## src/rtl/usbrx_pkg.sv

```systemverilog
`timescale 1ns/1ps
package usbrx_pkg;

    localparam int BYTE_W = 8;

    typedef struct packed {
        logic              eof;
        logic              bv;
        logic [BYTE_W-1:0] data;
    } rx_entry_t;

    typedef enum logic [1:0] {
        RX_IDLE = 2'd0,
        RX_RECV = 2'd1,
        RX_DROP = 2'd2
    } rx_state_e;

    function automatic rx_entry_t mk_entry(input logic eof, input logic bv,
                                           input logic [BYTE_W-1:0] data);
        rx_entry_t e;
        e.eof  = eof;
        e.bv   = bv;
        e.data = data;
        return e;
    endfunction

endpackage

```

## src/rtl/usbrx_fifo.sv

```systemverilog
`timescale 1ns/1ps
module usbrx_fifo
    import usbrx_pkg::*;
#(
    parameter int DEPTH = 64
) (
    input  logic                     clk,
    input  logic                     rst,
    input  logic                     we,
    input  rx_entry_t                wdata,
    input  logic                     commit,
    input  logic                     rollback,
    input  logic                     rd_en,
    output rx_entry_t                rd_entry,
    output logic                     rd_empty,
    output logic [$clog2(DEPTH):0]   free_cnt
);
    localparam int AW = $clog2(DEPTH);
    localparam int PW = AW + 1;

    rx_entry_t       mem [DEPTH];
    logic [PW-1:0]   wr_ptr, cm_ptr, rd_ptr;
    logic [PW-1:0]   wr_ptr_nxt;
    logic [PW-1:0]   wr_level;

    assign wr_ptr_nxt = wr_ptr + (we ? PW'(1) : PW'(0));
    assign wr_level   = wr_ptr - rd_ptr;
    assign free_cnt   = PW'(DEPTH) - wr_level;
    assign rd_empty   = (cm_ptr == rd_ptr);
    assign rd_entry   = mem[rd_ptr[AW-1:0]];

    always_ff @(posedge clk) begin
        if (rst) begin
            wr_ptr <= '0;
            cm_ptr <= '0;
            rd_ptr <= '0;
        end else begin
            if (rollback) wr_ptr <= cm_ptr;
            else          wr_ptr <= wr_ptr_nxt;
            if (commit)   cm_ptr <= wr_ptr_nxt;
            if (rd_en && !rd_empty) rd_ptr <= rd_ptr + PW'(1);
        end
    end

    always_ff @(posedge clk) begin
        if (we && !rollback) mem[wr_ptr[AW-1:0]] <= wdata;
    end

    AST_NO_OVERFLOW: assert property (@(posedge clk) disable iff (rst)
        we |-> (wr_level < PW'(DEPTH)))
        else $error("fifo write while full");

    AST_ROLLBACK_RESTORES: assert property (@(posedge clk) disable iff (rst)
        (rollback && !commit) |=> (wr_ptr == cm_ptr))
        else $error("rollback did not restore write pointer");

    AST_COMMIT_BEHIND_WRITE: assert property (@(posedge clk) disable iff (rst)
        (cm_ptr - rd_ptr) <= wr_level)
        else $error("commit pointer ahead of write pointer");
endmodule

```

## src/rtl/usbrx_pkt_rx.sv

```systemverilog
`timescale 1ns/1ps
module usbrx_pkt_rx
    import usbrx_pkg::*;
#(
    parameter int MPS_W = 11,
    parameter int DEPTH = 64
) (
    input  logic                     clk,
    input  logic                     rst,
    input  logic                     pkt_start,
    input  logic                     pkt_valid,
    input  logic [BYTE_W-1:0]        pkt_data,
    input  logic                     pkt_end,
    input  logic                     pkt_crc_ok,
    input  logic [MPS_W-1:0]         max_pkt_size,
    input  logic                     eot_pending,
    input  logic [$clog2(DEPTH):0]   free_cnt,
    output logic                     we,
    output rx_entry_t                wdata,
    output logic                     commit,
    output logic                     rollback,
    output logic                     frame_short,
    output logic                     hs_valid,
    output logic                     hs_nak
);
    rx_state_e           state;
    logic [MPS_W:0]      cnt;
    logic [MPS_W:0]      mps_ext;
    logic                pend_vld;
    logic [BYTE_W-1:0]   pend_data;
    logic                oversize;
    logic                room_ok;
    logic                at_limit;
    logic                good_end;

    assign mps_ext     = {1'b0, max_pkt_size};
    assign room_ok     = (free_cnt != '0) && (32'(free_cnt) >= 32'(max_pkt_size));
    assign at_limit    = (cnt >= mps_ext);
    assign good_end    = pkt_crc_ok && !oversize;
    assign frame_short = (cnt < mps_ext);

    always_comb begin
        we       = 1'b0;
        wdata    = mk_entry(1'b0, 1'b0, '0);
        commit   = 1'b0;
        rollback = 1'b0;
        if (state == RX_RECV) begin
            if (pkt_valid && !at_limit && pend_vld) begin
                we    = 1'b1;
                wdata = mk_entry(1'b0, 1'b1, pend_data);
            end
            if (pkt_end) begin
                if (good_end) begin
                    we     = 1'b1;
                    wdata  = pend_vld ? mk_entry(1'b1, 1'b1, pend_data)
                                      : mk_entry(1'b1, 1'b0, '0);
                    commit = 1'b1;
                end else begin
                    rollback = 1'b1;
                end
            end
        end
    end

    always_ff @(posedge clk) begin
        if (rst) begin
            state     <= RX_IDLE;
            cnt       <= '0;
            pend_vld  <= 1'b0;
            pend_data <= '0;
            oversize  <= 1'b0;
            hs_valid  <= 1'b0;
            hs_nak    <= 1'b0;
        end else begin
            hs_valid <= 1'b0;
            hs_nak   <= 1'b0;
            case (state)
                RX_IDLE: begin
                    if (pkt_start) begin
                        state    <= (!eot_pending && room_ok) ? RX_RECV : RX_DROP;
                        cnt      <= '0;
                        pend_vld <= 1'b0;
                        oversize <= 1'b0;
                    end
                end
                RX_RECV: begin
                    if (pkt_valid) begin
                        if (at_limit) begin
                            oversize <= 1'b1;
                        end else begin
                            cnt       <= cnt + 1'b1;
                            pend_data <= pkt_data;
                            pend_vld  <= 1'b1;
                        end
                    end
                    if (pkt_end) begin
                        state    <= RX_IDLE;
                        hs_valid <= good_end;
                    end
                end
                RX_DROP: begin
                    if (pkt_end) begin
                        state    <= RX_IDLE;
                        hs_valid <= pkt_crc_ok;
                        hs_nak   <= pkt_crc_ok;
                    end
                end
                default: state <= RX_IDLE;
            endcase
        end
    end

    AST_NAK_WHILE_EOT: assert property (@(posedge clk) disable iff (rst)
        (state == RX_IDLE && pkt_start && eot_pending) |=> (state == RX_DROP))
        else $error("packet accepted while end-of-transfer pending");

    AST_DROP_NO_WRITE: assert property (@(posedge clk) disable iff (rst)
        (state == RX_DROP) |-> !we)
        else $error("write while dropping a packet");

    AST_NO_FULL_ROOM_NAK: assert property (@(posedge clk) disable iff (rst)
        (state == RX_IDLE && pkt_start && !room_ok) |=> (state == RX_DROP))
        else $error("packet accepted without room");

    AST_OVERSIZE_NO_ACK: assert property (@(posedge clk) disable iff (rst)
        (state == RX_RECV && pkt_end && oversize) |=> !hs_valid)
        else $error("oversize packet acknowledged");
endmodule

```

## src/rtl/usbrx_irq.sv

```systemverilog
`timescale 1ns/1ps
module usbrx_irq (
    input  logic clk,
    input  logic rst,
    input  logic frame_done,
    input  logic frame_short,
    input  logic clr_eof,
    input  logic clr_eot,
    output logic eof_flag,
    output logic eot_flag
);
    logic set_eot;

    assign set_eot = frame_done && frame_short;

    always_ff @(posedge clk) begin
        if (rst) begin
            eof_flag <= 1'b0;
            eot_flag <= 1'b0;
        end else begin
            if (frame_done)   eof_flag <= 1'b1;
            else if (clr_eof) eof_flag <= 1'b0;
            if (set_eot)      eot_flag <= 1'b1;
            else if (clr_eot) eot_flag <= 1'b0;
        end
    end

    AST_EOT_WITH_EOF: assert property (@(posedge clk) disable iff (rst)
        $rose(eot_flag) |-> eof_flag)
        else $error("end-of-transfer without end-of-frame");

    AST_CLR_EOT: assert property (@(posedge clk) disable iff (rst)
        (clr_eot && !set_eot) |=> !eot_flag)
        else $error("end-of-transfer flag not cleared");

    AST_EOF_SET_WINS: assert property (@(posedge clk) disable iff (rst)
        frame_done |=> eof_flag)
        else $error("end-of-frame flag lost");
endmodule

```

## src/rtl/usb_out_rx_ctrl.sv

```systemverilog
`timescale 1ns/1ps
module usb_out_rx_ctrl
    import usbrx_pkg::*;
#(
    parameter int MPS_W      = 11,
    parameter int FIFO_DEPTH = 64
) (
    input  logic              clk,
    input  logic              rst,
    input  logic              pkt_start,
    input  logic              pkt_valid,
    input  logic [7:0]        pkt_data,
    input  logic              pkt_end,
    input  logic              pkt_crc_ok,
    input  logic [MPS_W-1:0]  max_pkt_size,
    input  logic              clr_eof,
    input  logic              clr_eot,
    input  logic              rd_en,
    output logic [7:0]        rd_data,
    output logic              rd_eof,
    output logic              rd_bv,
    output logic              rd_empty,
    output logic              hs_valid,
    output logic              hs_nak,
    output logic              irq_eof,
    output logic              irq_eot
);
    localparam int PW = $clog2(FIFO_DEPTH) + 1;

    logic            we, commit, rollback, frame_short;
    rx_entry_t       wdata, rd_entry;
    logic [PW-1:0]   free_cnt;

    usbrx_pkt_rx #(.MPS_W(MPS_W), .DEPTH(FIFO_DEPTH)) pkt_i (
        .clk          (clk),
        .rst          (rst),
        .pkt_start    (pkt_start),
        .pkt_valid    (pkt_valid),
        .pkt_data     (pkt_data),
        .pkt_end      (pkt_end),
        .pkt_crc_ok   (pkt_crc_ok),
        .max_pkt_size (max_pkt_size),
        .eot_pending  (irq_eot),
        .free_cnt     (free_cnt),
        .we           (we),
        .wdata        (wdata),
        .commit       (commit),
        .rollback     (rollback),
        .frame_short  (frame_short),
        .hs_valid     (hs_valid),
        .hs_nak       (hs_nak)
    );

    usbrx_fifo #(.DEPTH(FIFO_DEPTH)) fifo_i (
        .clk      (clk),
        .rst      (rst),
        .we       (we),
        .wdata    (wdata),
        .commit   (commit),
        .rollback (rollback),
        .rd_en    (rd_en),
        .rd_entry (rd_entry),
        .rd_empty (rd_empty),
        .free_cnt (free_cnt)
    );

    usbrx_irq irq_i (
        .clk         (clk),
        .rst         (rst),
        .frame_done  (commit),
        .frame_short (frame_short),
        .clr_eof     (clr_eof),
        .clr_eot     (clr_eot),
        .eof_flag    (irq_eof),
        .eot_flag    (irq_eot)
    );

    assign rd_data = rd_entry.data;
    assign rd_eof  = rd_entry.eof;
    assign rd_bv   = rd_entry.bv;

    AST_HS_PULSE: assert property (@(posedge clk) disable iff (rst)
        hs_valid |=> !hs_valid)
        else $error("handshake longer than one cycle");

    AST_ACK_SETS_EOF: assert property (@(posedge clk) disable iff (rst)
        (hs_valid && !hs_nak) |-> irq_eof)
        else $error("ACK without end-of-frame flag");
endmodule

```

## config.mk

```make
export PLATFORM = sky130hd
export DESIGN_NAME = usb_out_rx_ctrl
export DESIGN_NICKNAME = d
export VERILOG_FILES = /design/src/rtl/usbrx_pkg.sv /design/src/rtl/usbrx_fifo.sv /design/src/rtl/usbrx_pkt_rx.sv /design/src/rtl/usbrx_irq.sv /design/src/rtl/usb_out_rx_ctrl.sv
export SDC_FILE = /design/constraint.sdc
export NUM_CORES = 1
export LEC_CHECK = 0
export BUFFER_PORTS_ARGS = -buffer_cell sky130_fd_sc_hd__buf_2
export CORE_UTILIZATION = 32
export DETAILED_ROUTE_END_ITERATION = 12
export PLACE_DENSITY = 0.47
export RECOVER_POWER = 100
export SKIP_CTS_REPAIR_TIMING = 1
export SLEW_MARGIN = 25
export SYNTH_ARGS = -nofsm -noshare
export SYNTH_HDL_FRONTEND = slang
export SYNTH_SLANG_ARGS = --single-unit
```

## constraint.sdc

```tcl
create_clock -name clk -period 5.96 [get_ports clk]
set_input_delay 1.788 -clock clk [delete_from_list [all_inputs] [get_ports clk]]
set_output_delay 1.788 -clock clk [all_outputs]
set_load 0.1 [all_outputs]
```

==> report_table.html, run 1 <==
<table>
<tr><th>Metric</th><th>Value</th></tr>
<tr><th colspan="2">Run status</th></tr>
<tr><td>Status</td><td>complete, but fails checks</td></tr>
<tr><td>Violated checks</td><td>max-capacitance violations, max-slew violations</td></tr>
<tr><th colspan="2">Floorplanning</th></tr>
<tr><td>Die area</td><td>88,500 um^2</td></tr>
<tr><td>Chip Width</td><td>298 um</td></tr>
<tr><td>Core area</td><td>86,600 um^2</td></tr>
<tr><td>Die height</td><td>298 um</td></tr>
<tr><td>Starting utilization of the core area</td><td>0.323</td></tr>
<tr><td>Top-Level Pins</td><td>43</td></tr>
<tr><td>Rows</td><td>108</td></tr>
<tr><th colspan="2">Global route</th></tr>
<tr><td>Vias in the first global route</td><td>roughly 15,000</td></tr>
<tr><td>Antenna violations before repair</td><td>2</td></tr>
<tr><td>Global-route wire length before repair</td><td>108,000 um</td></tr>
<tr><td>Total routing usage reported by global routing</td><td>0.167</td></tr>
<tr><td>Overflow left after global routing</td><td>0</td></tr>
<tr><td>Maximum number of pins on one net before global-route repair</td><td>65</td></tr>
<tr><th colspan="2">Routing</th></tr>
<tr><td>Vias per cell</td><td>approximately 5</td></tr>
<tr><td>Number of DRC markers after the initial detailed-route iteration</td><td>1,333</td></tr>
<tr><td>DRC violations left</td><td>0</td></tr>
<tr><td>Total routed wirelength</td><td>roughly 74,000 um</td></tr>
<tr><td>Per-cell routed wire length</td><td>25.7 um</td></tr>
<tr><td>Post-route antenna net violation count</td><td>0</td></tr>
<tr><td>Vias after detailed routing</td><td>about 15,000</td></tr>
<tr><td>Router iterations before antenna repair</td><td>5</td></tr>
<tr><th colspan="2">Yosys</th></tr>
<tr><td>Primary flip-flop cell chosen by synthesis mapping</td><td>sky130_fd_sc_hd__edfxtp_1</td></tr>
<tr><td>EDFF count, synth</td><td>640</td></tr>
<tr><td>Cell with the most instances after synthesis</td><td>sky130_fd_sc_hd__edfxtp_1</td></tr>
<tr><td>Mapped Nets</td><td>approximately 1,600</td></tr>
<tr><td>Synth Cell Area</td><td>28,000 um^2</td></tr>
<tr><td>Fraction of synthesized cell area taken by the top area cell type</td><td>0.688</td></tr>
<tr><td>Library cells used by synthesis</td><td>62</td></tr>
<tr><td>Gate count after technology mapping</td><td>1,488</td></tr>
<tr><td>Most area-consuming cells after synthesis</td><td>sky130_fd_sc_hd__edfxtp_1 (69%), sky130_fd_sc_hd__mux4_2 (13%), sky130_fd_sc_hd__dfxtp_1 (3.9%)</td></tr>
<tr><td>Number of warning messages in the yosys log</td><td>0</td></tr>
<tr><td>Fraction of synthesis flops using an asynchronous set or reset pin</td><td>0</td></tr>
<tr><td>Sequential fraction of the synthesis area</td><td>0.727</td></tr>
<tr><td>Synthesized area divided by synthesized cell count</td><td>18.8 um^2</td></tr>
<tr><td>Library cell occupying the most area in the post-synthesis netlist</td><td>sky130_fd_sc_hd__edfxtp_1</td></tr>
<tr><td>Ranking of synthesized cells by instance count</td><td>sky130_fd_sc_hd__edfxtp_1 (640), sky130_fd_sc_hd__mux4_2 (160), sky130_fd_sc_hd__nor3_1 (73)</td></tr>
<tr><td>Post-synthesis register bit count</td><td>between 600 and 700</td></tr>
<tr><th colspan="2">Setup path</th></tr>
<tr><td>Crit path launch type</td><td>flip-flop</td></tr>
<tr><td>Biggest fanout along the worst timing path</td><td>29</td></tr>
<tr><td>Required time of the critical path</td><td>around 4.2 ns</td></tr>
<tr><td>Data arrival time of the critical path</td><td>between 3 and 4 ns</td></tr>
<tr><td>Endpoint type of the worst setup path</td><td>output port</td></tr>
<tr><td>Critical path start-end classification</td><td>reg2out</td></tr>
<tr><th colspan="2">CTS</th></tr>
<tr><td>Clk sinks</td><td>695</td></tr>
<tr><td>Clock edge transition at the registers on the reported setup and hold paths</td><td>0.05 ns</td></tr>
<tr><td>Clock latency on the worst-skew pair</td><td>0.63 ns</td></tr>
<tr><td>Bufs on Longest Clock Path</td><td>3</td></tr>
<tr><td>Htree depth</td><td>3</td></tr>
<tr><td>CTS buffer count</td><td>77</td></tr>
<tr><td>TritonCTS clock tree</td><td>done</td></tr>
<tr><td>Clk root buf</td><td>sky130_fd_sc_hd__clkbuf_16</td></tr>
<tr><th colspan="2">STA</th></tr>
<tr><td>Setup TNS</td><td>0 ns</td></tr>
<tr><td>Tcrit/Tclk final</td><td>0.952</td></tr>
<tr><td>Setup repair after global routing missed its margin</td><td>no</td></tr>
<tr><td>Transition at the pin with the smallest max-transition slack</td><td>1.69 ns</td></tr>
<tr><td>Final worst path period need</td><td>5.67 ns</td></tr>
<tr><td>Number of slew-limit violations in the final report</td><td>128</td></tr>
<tr><td>Relative slew margins</td><td>-0.128</td></tr>
<tr><td>Final worst slack</td><td>0.289 ns</td></tr>
<tr><td>Peak clock frequency supported by timing</td><td>0.176 GHz</td></tr>
<tr><td>Worst clock skew</td><td>0.0255 ns</td></tr>
<tr><td>Final number of hold-violating endpoints</td><td>0</td></tr>
<tr><td># setup viols final</td><td>0</td></tr>
<tr><th colspan="2">Power</th></tr>
<tr><td>Leakage Power</td><td>between 10 and 15 nW</td></tr>
<tr><td>Maximum vdd ir drop</td><td>0.222 mV</td></tr>
<tr><td>Areal power density over the cells</td><td>~320 nW/um^2</td></tr>
<tr><th colspan="2">Layout</th></tr>
<tr><td>Share of the core filled with cells in the final layout</td><td>0.377</td></tr>
<tr><td>Fraction of layout instances using a drive strength above 1</td><td>0.233</td></tr>
<tr><td>Area added between synthesis and finish</td><td>16.9%</td></tr>
<tr><td>Number of fill cells</td><td>7,962</td></tr>
<tr><td>Area of all placed cells without fillers</td><td>32,700 um^2</td></tr>
<tr><td>Post-layout net count</td><td>1,709</td></tr>
<tr><th colspan="2">Place</th></tr>
<tr><td>Detailed placer's ending HPWL</td><td>46,300 um</td></tr>
<tr><td>Standard cell area after detailed placement</td><td>30,300 um^2</td></tr>
<tr><td>IO Port Bufs</td><td>42</td></tr>
<tr><td>Routability Congestion</td><td>roughly 0.77</td></tr>
<tr><td>Setup Slack @ Placement</td><td>0.700 ns</td></tr>
<tr><th colspan="2">Min path</th></tr>
<tr><td>Worst Hold Class</td><td>reg2reg</td></tr>
<tr><th colspan="2">Flow run</th></tr>
<tr><td>Max-cap viol count</td><td>4</td></tr>
</table>
-- power breakdown --
part / total [mW] / switching (mW) / internal, mW
sequential: 5.25 / 0.00413 / 5.25
clock: 5.21 / 2.00 / 3.20
combinational: 0.164 / 0.0972 / 0.0668
-- per-stage QoR --
step	power, mW	cells	hold slack (ns)
after floorplan	5.47	1488	0.448
after global placement	5.52	2720	0.466
after detailed placement	5.52	2720	0.473
after CTS	10.7	2860	0.489
after global routing	10.9	2860	0.513
final	10.6	2861	0.473
-- cells by family (layout without fill, tap and decap cells) --
logic type                 Yosys count  count (layout)  share of synthesized area
buffers and inverters              107             324                     0.0175
AOI/OAI and AO/OA                  134             134                     0.0335
muxes                              210             210                      0.147
xor gates and xnor gates            26              26                    0.00815
and+or+nand+nor                    279             279                     0.0502
adders and majority gates           37              37                     0.0168
DFF                                695             695                      0.727
other                                0               1                          0
-- per-layer routing --
metal | share of wire | vias up | track usage
met5 | 0.00018 | - | 0
met4 | 0.017 | 2 | 0.0406
met3 | 0.060 | 90 | 0.0288
met2 | 0.47 | 430 | 0.266
met1 | 0.45 | 7767 | 0.239
li1 | - | 6404 | -
-- layout by cell type, fill, tap and decap left out, types with 6 or more instances in the layout --
| master | n |
|---|---|
| sky130_fd_sc_hd__clkbuf_4 | 8 |
| sky130_fd_sc_hd__bufinv_16 | 17 |
| sky130_fd_sc_hd__mux4_2 | 160 |
| sky130_fd_sc_hd__a211oi_1 | 14 |
| sky130_fd_sc_hd__clkbuf_16 | 79 |
| sky130_fd_sc_hd__mux2i_1 | 48 |
| sky130_fd_sc_hd__edfxtp_1 | 640 |
| sky130_fd_sc_hd__clkinv_2 | 13 |
| sky130_fd_sc_hd__nand3_1 | 28 |
| sky130_fd_sc_hd__o211ai_1 | 6 |
| sky130_fd_sc_hd__nand4_1 | 8 |
| sky130_fd_sc_hd__nor2_1 | 55 |
| sky130_fd_sc_hd__nor3_1 | 69 |
| sky130_fd_sc_hd__clkinv_1 | 12 |
| sky130_fd_sc_hd__ha_1 | 36 |
| sky130_fd_sc_hd__nor4_1 | 7 |
| sky130_fd_sc_hd__buf_2 | 27 |
| sky130_fd_sc_hd__xnor2_1 | 12 |
| sky130_fd_sc_hd__o22ai_1 | 17 |
| sky130_fd_sc_hd__nor2b_1 | 15 |
| sky130_fd_sc_hd__buf_4 | 28 |
| sky130_fd_sc_hd__a22oi_1 | 31 |
| sky130_fd_sc_hd__nand2_1 | 49 |
| sky130_fd_sc_hd__xor2_1 | 14 |
| sky130_fd_sc_hd__and3_1 | 8 |
| sky130_fd_sc_hd__a21o_1 | 6 |
| sky130_fd_sc_hd__o21ai_0 | 19 |
| sky130_fd_sc_hd__clkbuf_1 | 69 |
| sky130_fd_sc_hd__inv_1 | 31 |
| sky130_fd_sc_hd__and2_2 | 8 |
| sky130_fd_sc_hd__dfxtp_1 | 52 |
| sky130_fd_sc_hd__a21oi_1 | 14 |
| sky130_fd_sc_hd__clkbuf_2 | 24 |
-- flip-flops by register name, summed over array words and instances, names as in the netlist, 2 cells and up, named ones only --
name and cells:
pkt_i.pend_data 8, fifo_i.mem 640, pkt_i.cnt 12, fifo_i.wr_ptr 7, fifo_i.cm_ptr 7, fifo_i.rd_ptr 7, pkt_i.state 2
-- worst max-delay path, cell delays in order (launching register included) --
cell and delay, ns:
sky130_fd_sc_hd__dfxtp_4 0.62, sky130_fd_sc_hd__buf_12 0.32, sky130_fd_sc_hd__buf_4 0.20, sky130_fd_sc_hd__mux4_2 0.48, sky130_fd_sc_hd__mux2i_1 0.35, sky130_fd_sc_hd__o22ai_1 0.28, sky130_fd_sc_hd__or4_1 0.58, sky130_fd_sc_hd__clkbuf_2 0.40
-- cell type report --
cell class                 instances  area, um^2  area share
clock buffer                      88        2030      0.0621
clock inverter                    52         756      0.0231
sequential                       695       20300       0.622
timing repair buffer             153         838      0.0256
antenna                            1        2.50   0.0000766
inverter                          31         116     0.00356
multi-input combinational        686        7170       0.219
tap                             1155        1450      0.0442
-- path summary, 6_finish.rpt --
kind | from | to | slack, ns | cells past startpoint
max | flip-flop | rd_data[3] | 0.29 | 7
min reg2reg | pkt_i.pend_vld$_SDFFE_PP0P_ | pkt_i.pend_vld$_SDFFE_PP0P_ | 0.47 | 2
min | pkt_i.pend_vld$_SDFFE_PP0P_ | pkt_i.pend_vld$_SDFFE_PP0P_ | 0.47 | 2
max reg2reg | pkt_i.cnt[9]$_SDFFE_PP0P_ | fifo_i.mem[46][7]$_DFFE_PP_ | 1.36 | 10
Power figures use the tool's default switching activity.
==> inputs of run 2 (changes only) <==
--- a/config.mk
+++ b/config.mk
@@ -6,10 +6,9 @@
 export NUM_CORES = 1
 export LEC_CHECK = 0
 export BUFFER_PORTS_ARGS = -buffer_cell sky130_fd_sc_hd__buf_2
-export CORE_UTILIZATION = 32
+export CORE_UTILIZATION = 25
 export DETAILED_ROUTE_END_ITERATION = 12
-export PLACE_DENSITY = 0.47
-export RECOVER_POWER = 100
+export PLACE_DENSITY = 0.4
 export SKIP_CTS_REPAIR_TIMING = 1
 export SLEW_MARGIN = 25
 export SYNTH_ARGS = -nofsm -noshare
==> run 2 against run 1 <==
Against the previous run: the flow now finishes without violations; count of clock-buffer cells in the layout is 12 higher; largest cell class unchanged; largest power group unchanged; non-clock buffer count is 5 lower; first-iteration DRC count is 31% lower; critical endpoint is now rd_data[5]; die area is 28% higher; register-to-register slack better by 0.99 ns; maximum frequency is 0.77% higher; setup slack better by 0.043 ns; utilization is 7.8 points lower; routed wire length is 4.2% higher; cell area is 1.5% higher; sequential share of layout area is 0.93 points lower; combinational power is 2% higher.
==> report_table.html, run 2 (synthesized netlist as in run 1, its figures left out) <==
<table>
<tr><th>Metric</th><th>Value</th></tr>
<tr><th colspan="2">Run status</th></tr>
<tr><td>Status</td><td>finished clean</td></tr>
<tr><th colspan="2">Routing</th></tr>
<tr><td>Vias per cell</td><td>4.58 (-11%)</td></tr>
<tr><td>Per-cell routed wire length</td><td>24.1 um (-6.5%)</td></tr>
<tr><td>Vias after detailed routing</td><td>14,600 (-0.68%)</td></tr>
<tr><td>Post-route antenna net violation count</td><td>0 (unchanged)</td></tr>
<tr><td>DRC violations left</td><td>0 (unchanged)</td></tr>
<tr><td>Total routed wirelength</td><td>76,700 um (+4.2%)</td></tr>
<tr><td>Router iterations before antenna repair</td><td>5 (unchanged)</td></tr>
<tr><td>Number of DRC markers after the initial detailed-route iteration</td><td>922 (-31%)</td></tr>
<tr><th colspan="2">Place</th></tr>
<tr><td>Routability Congestion</td><td>0.747 (-2.5%)</td></tr>
<tr><td>IO Port Bufs</td><td>42 (unchanged)</td></tr>
<tr><td>Detailed placer's ending HPWL</td><td>48,500 um (+4.7%)</td></tr>
<tr><th colspan="2">STA</th></tr>
<tr><td>Transition at the pin with the smallest max-transition slack</td><td>0.990 ns (-0.703 ns)</td></tr>
<tr><td>Relative slew margins</td><td>0.338 (+0.467)</td></tr>
<tr><td>Peak clock frequency supported by timing</td><td>0.178 GHz (+0.77%)</td></tr>
<tr><td>Tcrit/Tclk final</td><td>0.944 (-0.00729)</td></tr>
<tr><td>Setup repair after global routing missed its margin</td><td>no</td></tr>
<tr><td>Number of slew-limit violations in the final report</td><td>0 (-100%)</td></tr>
<tr><td>Worst clock skew</td><td>0.0274 ns (+0.00191 ns)</td></tr>
<tr><td>Final worst path period need</td><td>5.63 ns (-0.0434 ns)</td></tr>
<tr><td># setup viols final</td><td>0 (unchanged)</td></tr>
<tr><td>Setup TNS</td><td>0 ns (unchanged)</td></tr>
<tr><td>Final number of hold-violating endpoints</td><td>0 (unchanged)</td></tr>
<tr><td>Final worst hold slack</td><td>0.487 ns (+0.0136 ns)</td></tr>
<tr><th colspan="2">Setup path</th></tr>
<tr><td>Required time of the critical path</td><td>4.17 ns (about the same)</td></tr>
<tr><td>Top delay family on crit path</td><td>buffers and inverters</td></tr>
<tr><td>Most frequent cell on the critical path</td><td>sky130_fd_sc_hd__buf_12</td></tr>
<tr><td>Max stage delay cell, worst path</td><td>sky130_fd_sc_hd__dfxtp_4</td></tr>
<tr><td>Crit path cell chain</td><td>buf_12, buf_12, mux4_2, mux2i_1, o22ai_1, or4_1, buf_2</td></tr>
<tr><td>Endpoint type of the worst setup path</td><td>output port</td></tr>
<tr><td>Crit path launch type</td><td>flip-flop</td></tr>
<tr><td>Data arrival time of the critical path</td><td>3.84 ns (-0.04 ns)</td></tr>
<tr><td>Buf+Inv Stages, Crit Path</td><td>3 (unchanged)</td></tr>
<tr><td>Biggest fanout along the worst timing path</td><td>34 (+17%)</td></tr>
<tr><td>Slowest stage delay, CP</td><td>0.58 ns (-0.04 ns)</td></tr>
<tr><td>Critical path start-end classification</td><td>reg2out</td></tr>
<tr><th colspan="2">Global route</th></tr>
<tr><td>Overflow left after global routing</td><td>0 (unchanged)</td></tr>
<tr><td>Busiest metal layer after global routing</td><td>met2</td></tr>
<tr><td>Met2 Use GR</td><td>0.227 (-0.0391)</td></tr>
<tr><td>GR Layer Usage met1</td><td>0.182 (-0.0571)</td></tr>
<tr><td>Global-route wire length before repair</td><td>111,000 um (+2.3%)</td></tr>
<tr><td>Maximum number of pins on one net before global-route repair</td><td>65 (unchanged)</td></tr>
<tr><td>Vias in the first global route</td><td>15,400 (+2.4%)</td></tr>
<tr><td>Total routing usage reported by global routing</td><td>0.137 (-0.0306)</td></tr>
<tr><td>GR Util met3</td><td>0.0230 (-0.00590)</td></tr>
<tr><td>Antenna violations before repair</td><td>4 (+2)</td></tr>
<tr><th colspan="2">Power</th></tr>
<tr><td>Total Power Consumption</td><td>10.0 mW (-5.8%)</td></tr>
<tr><td>Maximum vdd ir drop</td><td>0.189 mV (-15%)</td></tr>
<tr><td>Areal power density over the cells</td><td>301 nW/um^2 (-7.2%)</td></tr>
<tr><td>Clock share of power</td><td>0.458 (-0.032)</td></tr>
<tr><td>Comb pwr share</td><td>0.017 (+0.002)</td></tr>
<tr><td>Switching power</td><td>2.10 mW (-0.18%)</td></tr>
<tr><td>Switching share of power</td><td>0.210 (+0.0119)</td></tr>
<tr><td>Leakage Power</td><td>10.4 nW (+0.84%)</td></tr>
<tr><td>Part of the power in registers</td><td>0.525 (+0.031)</td></tr>
<tr><td>Int Pwr</td><td>7.90 mW (-7.2%)</td></tr>
<tr><th colspan="2">Floorplanning</th></tr>
<tr><td>Chip Width</td><td>336 um (+13%)</td></tr>
<tr><td>Die area</td><td>113,000 um^2 (+28%)</td></tr>
<tr><td>Die height</td><td>336 um (+13%)</td></tr>
<tr><td>Starting utilization of the core area</td><td>0.252 (-0.0705)</td></tr>
<tr><td>Core area</td><td>111,000 um^2 (+28%)</td></tr>
<tr><td>Top-Level Pins</td><td>43 (unchanged)</td></tr>
<tr><td>Rows</td><td>122 (+13%)</td></tr>
<tr><th colspan="2">Min path</th></tr>
<tr><td>Worst Hold Class</td><td>reg2reg</td></tr>
<tr><th colspan="2">Layout</th></tr>
<tr><td>Fraction of layout instances using a drive strength above 1</td><td>0.272 (+0.0387)</td></tr>
<tr><td>Commonest non-fill, non-tap cell in the layout</td><td>sky130_fd_sc_hd__edfxtp_1</td></tr>
<tr><td>Top library cells by usage in the layout, fill and taps aside</td><td>sky130_fd_sc_hd__edfxtp_1 (640), sky130_fd_sc_hd__mux4_2 (160), sky130_fd_sc_hd__buf_4 (90)</td></tr>
<tr><td>Area added between synthesis and finish</td><td>18.7%</td></tr>
<tr><td>Antenna cells</td><td>0 (-1)</td></tr>
<tr><td>Number of fill cells</td><td>11,000 (+38%)</td></tr>
<tr><td>Max reg flops</td><td>640 (unchanged)</td></tr>
<tr><td>Post-layout net count</td><td>1,706 (-0.18%)</td></tr>
<tr><th colspan="2">CTS</th></tr>
<tr><td>TritonCTS clock tree</td><td>done</td></tr>
<tr><td>Clock edge transition at the registers on the reported setup and hold paths</td><td>0.06 ns (about the same)</td></tr>
<tr><td>Clk root buf</td><td>sky130_fd_sc_hd__clkbuf_16</td></tr>
<tr><td>Clock latency on the worst-skew pair</td><td>0.63 ns (about the same)</td></tr>
<tr><td>CTS buffer count</td><td>79 (+2.6%)</td></tr>
<tr><td>Bufs on Longest Clock Path</td><td>3 (unchanged)</td></tr>
<tr><td>Htree depth</td><td>3 (unchanged)</td></tr>
<tr><td>Clk sinks</td><td>695 (unchanged)</td></tr>
<tr><th colspan="2">Flow run</th></tr>
<tr><td>Max-cap viol count</td><td>0 (-4)</td></tr>
</table>
-- run 2: metal layers --
metal	routed length, um	share of wire
met1	34100	0.44
met2	37100	0.48
met3	3510	0.046
met4	2020	0.026
met5	0	0
-- run 2: layout make-up --
class	instances	area (um^2)	share of cell area
multi-input cells	686	7280	0.219
clock inverters	38	317	0.00954
repair buffers	148	1190	0.0360
inverters	31	116	0.00351
well taps	1488	1860	0.0561
clock buffers	100	2090	0.0629
flip-flops and latches	695	20300	0.613
-- run 2: power by group through the flow --
stage	combinational, mW	clock [mW]	sequential, mW
2_1_floorplan	0.116	0	5.35
3_3_place_gp	0.170	0	5.35
3_5_place_dp	0.172	0	5.35
4_1_cts	0.173	4.71	5.25
5_1_grt	0.185	4.89	5.25
6_report	0.168	4.58	5.25
-- run 2: path summary, 6_finish.rpt --
check                                        from                               to  slack [ns]  cells past startpoint
setup / recovery                        flip-flop                       rd_data[5]        0.33                      7
hold reg to reg   pkt_i.pend_data[1]$_SDFFE_PP0P_  pkt_i.pend_data[1]$_SDFFE_PP0P_        0.49                      2
hold / removal    pkt_i.pend_data[1]$_SDFFE_PP0P_  pkt_i.pend_data[1]$_SDFFE_PP0P_        0.49                      2
setup reg to reg      fifo_i.wr_ptr[1]$_SDFF_PP0_      pkt_i.state[1]$_SDFFE_PP0P_        2.35                     13
-- run 2: metrics by stage --
step	utilization	setup slack [ns]	cell area [um^2]	std cells
global placement	0.278	0.829	30800	3047
finish	0.299	0.332	33200	3186
detailed placement	0.278	0.851	30800	3047
floorplan	-	0.329	28000	1488
global route	0.299	0.117	33200	3186
CTS	0.299	0.165	33200	3185
-- run 2: worst min-delay path: cells and delay by family, from the launching register on --
kind             cells  cell delay, ns
multiplexers         1            0.06
flip-flops           1            0.31
AND/OR/NAND/NOR      1            0.08
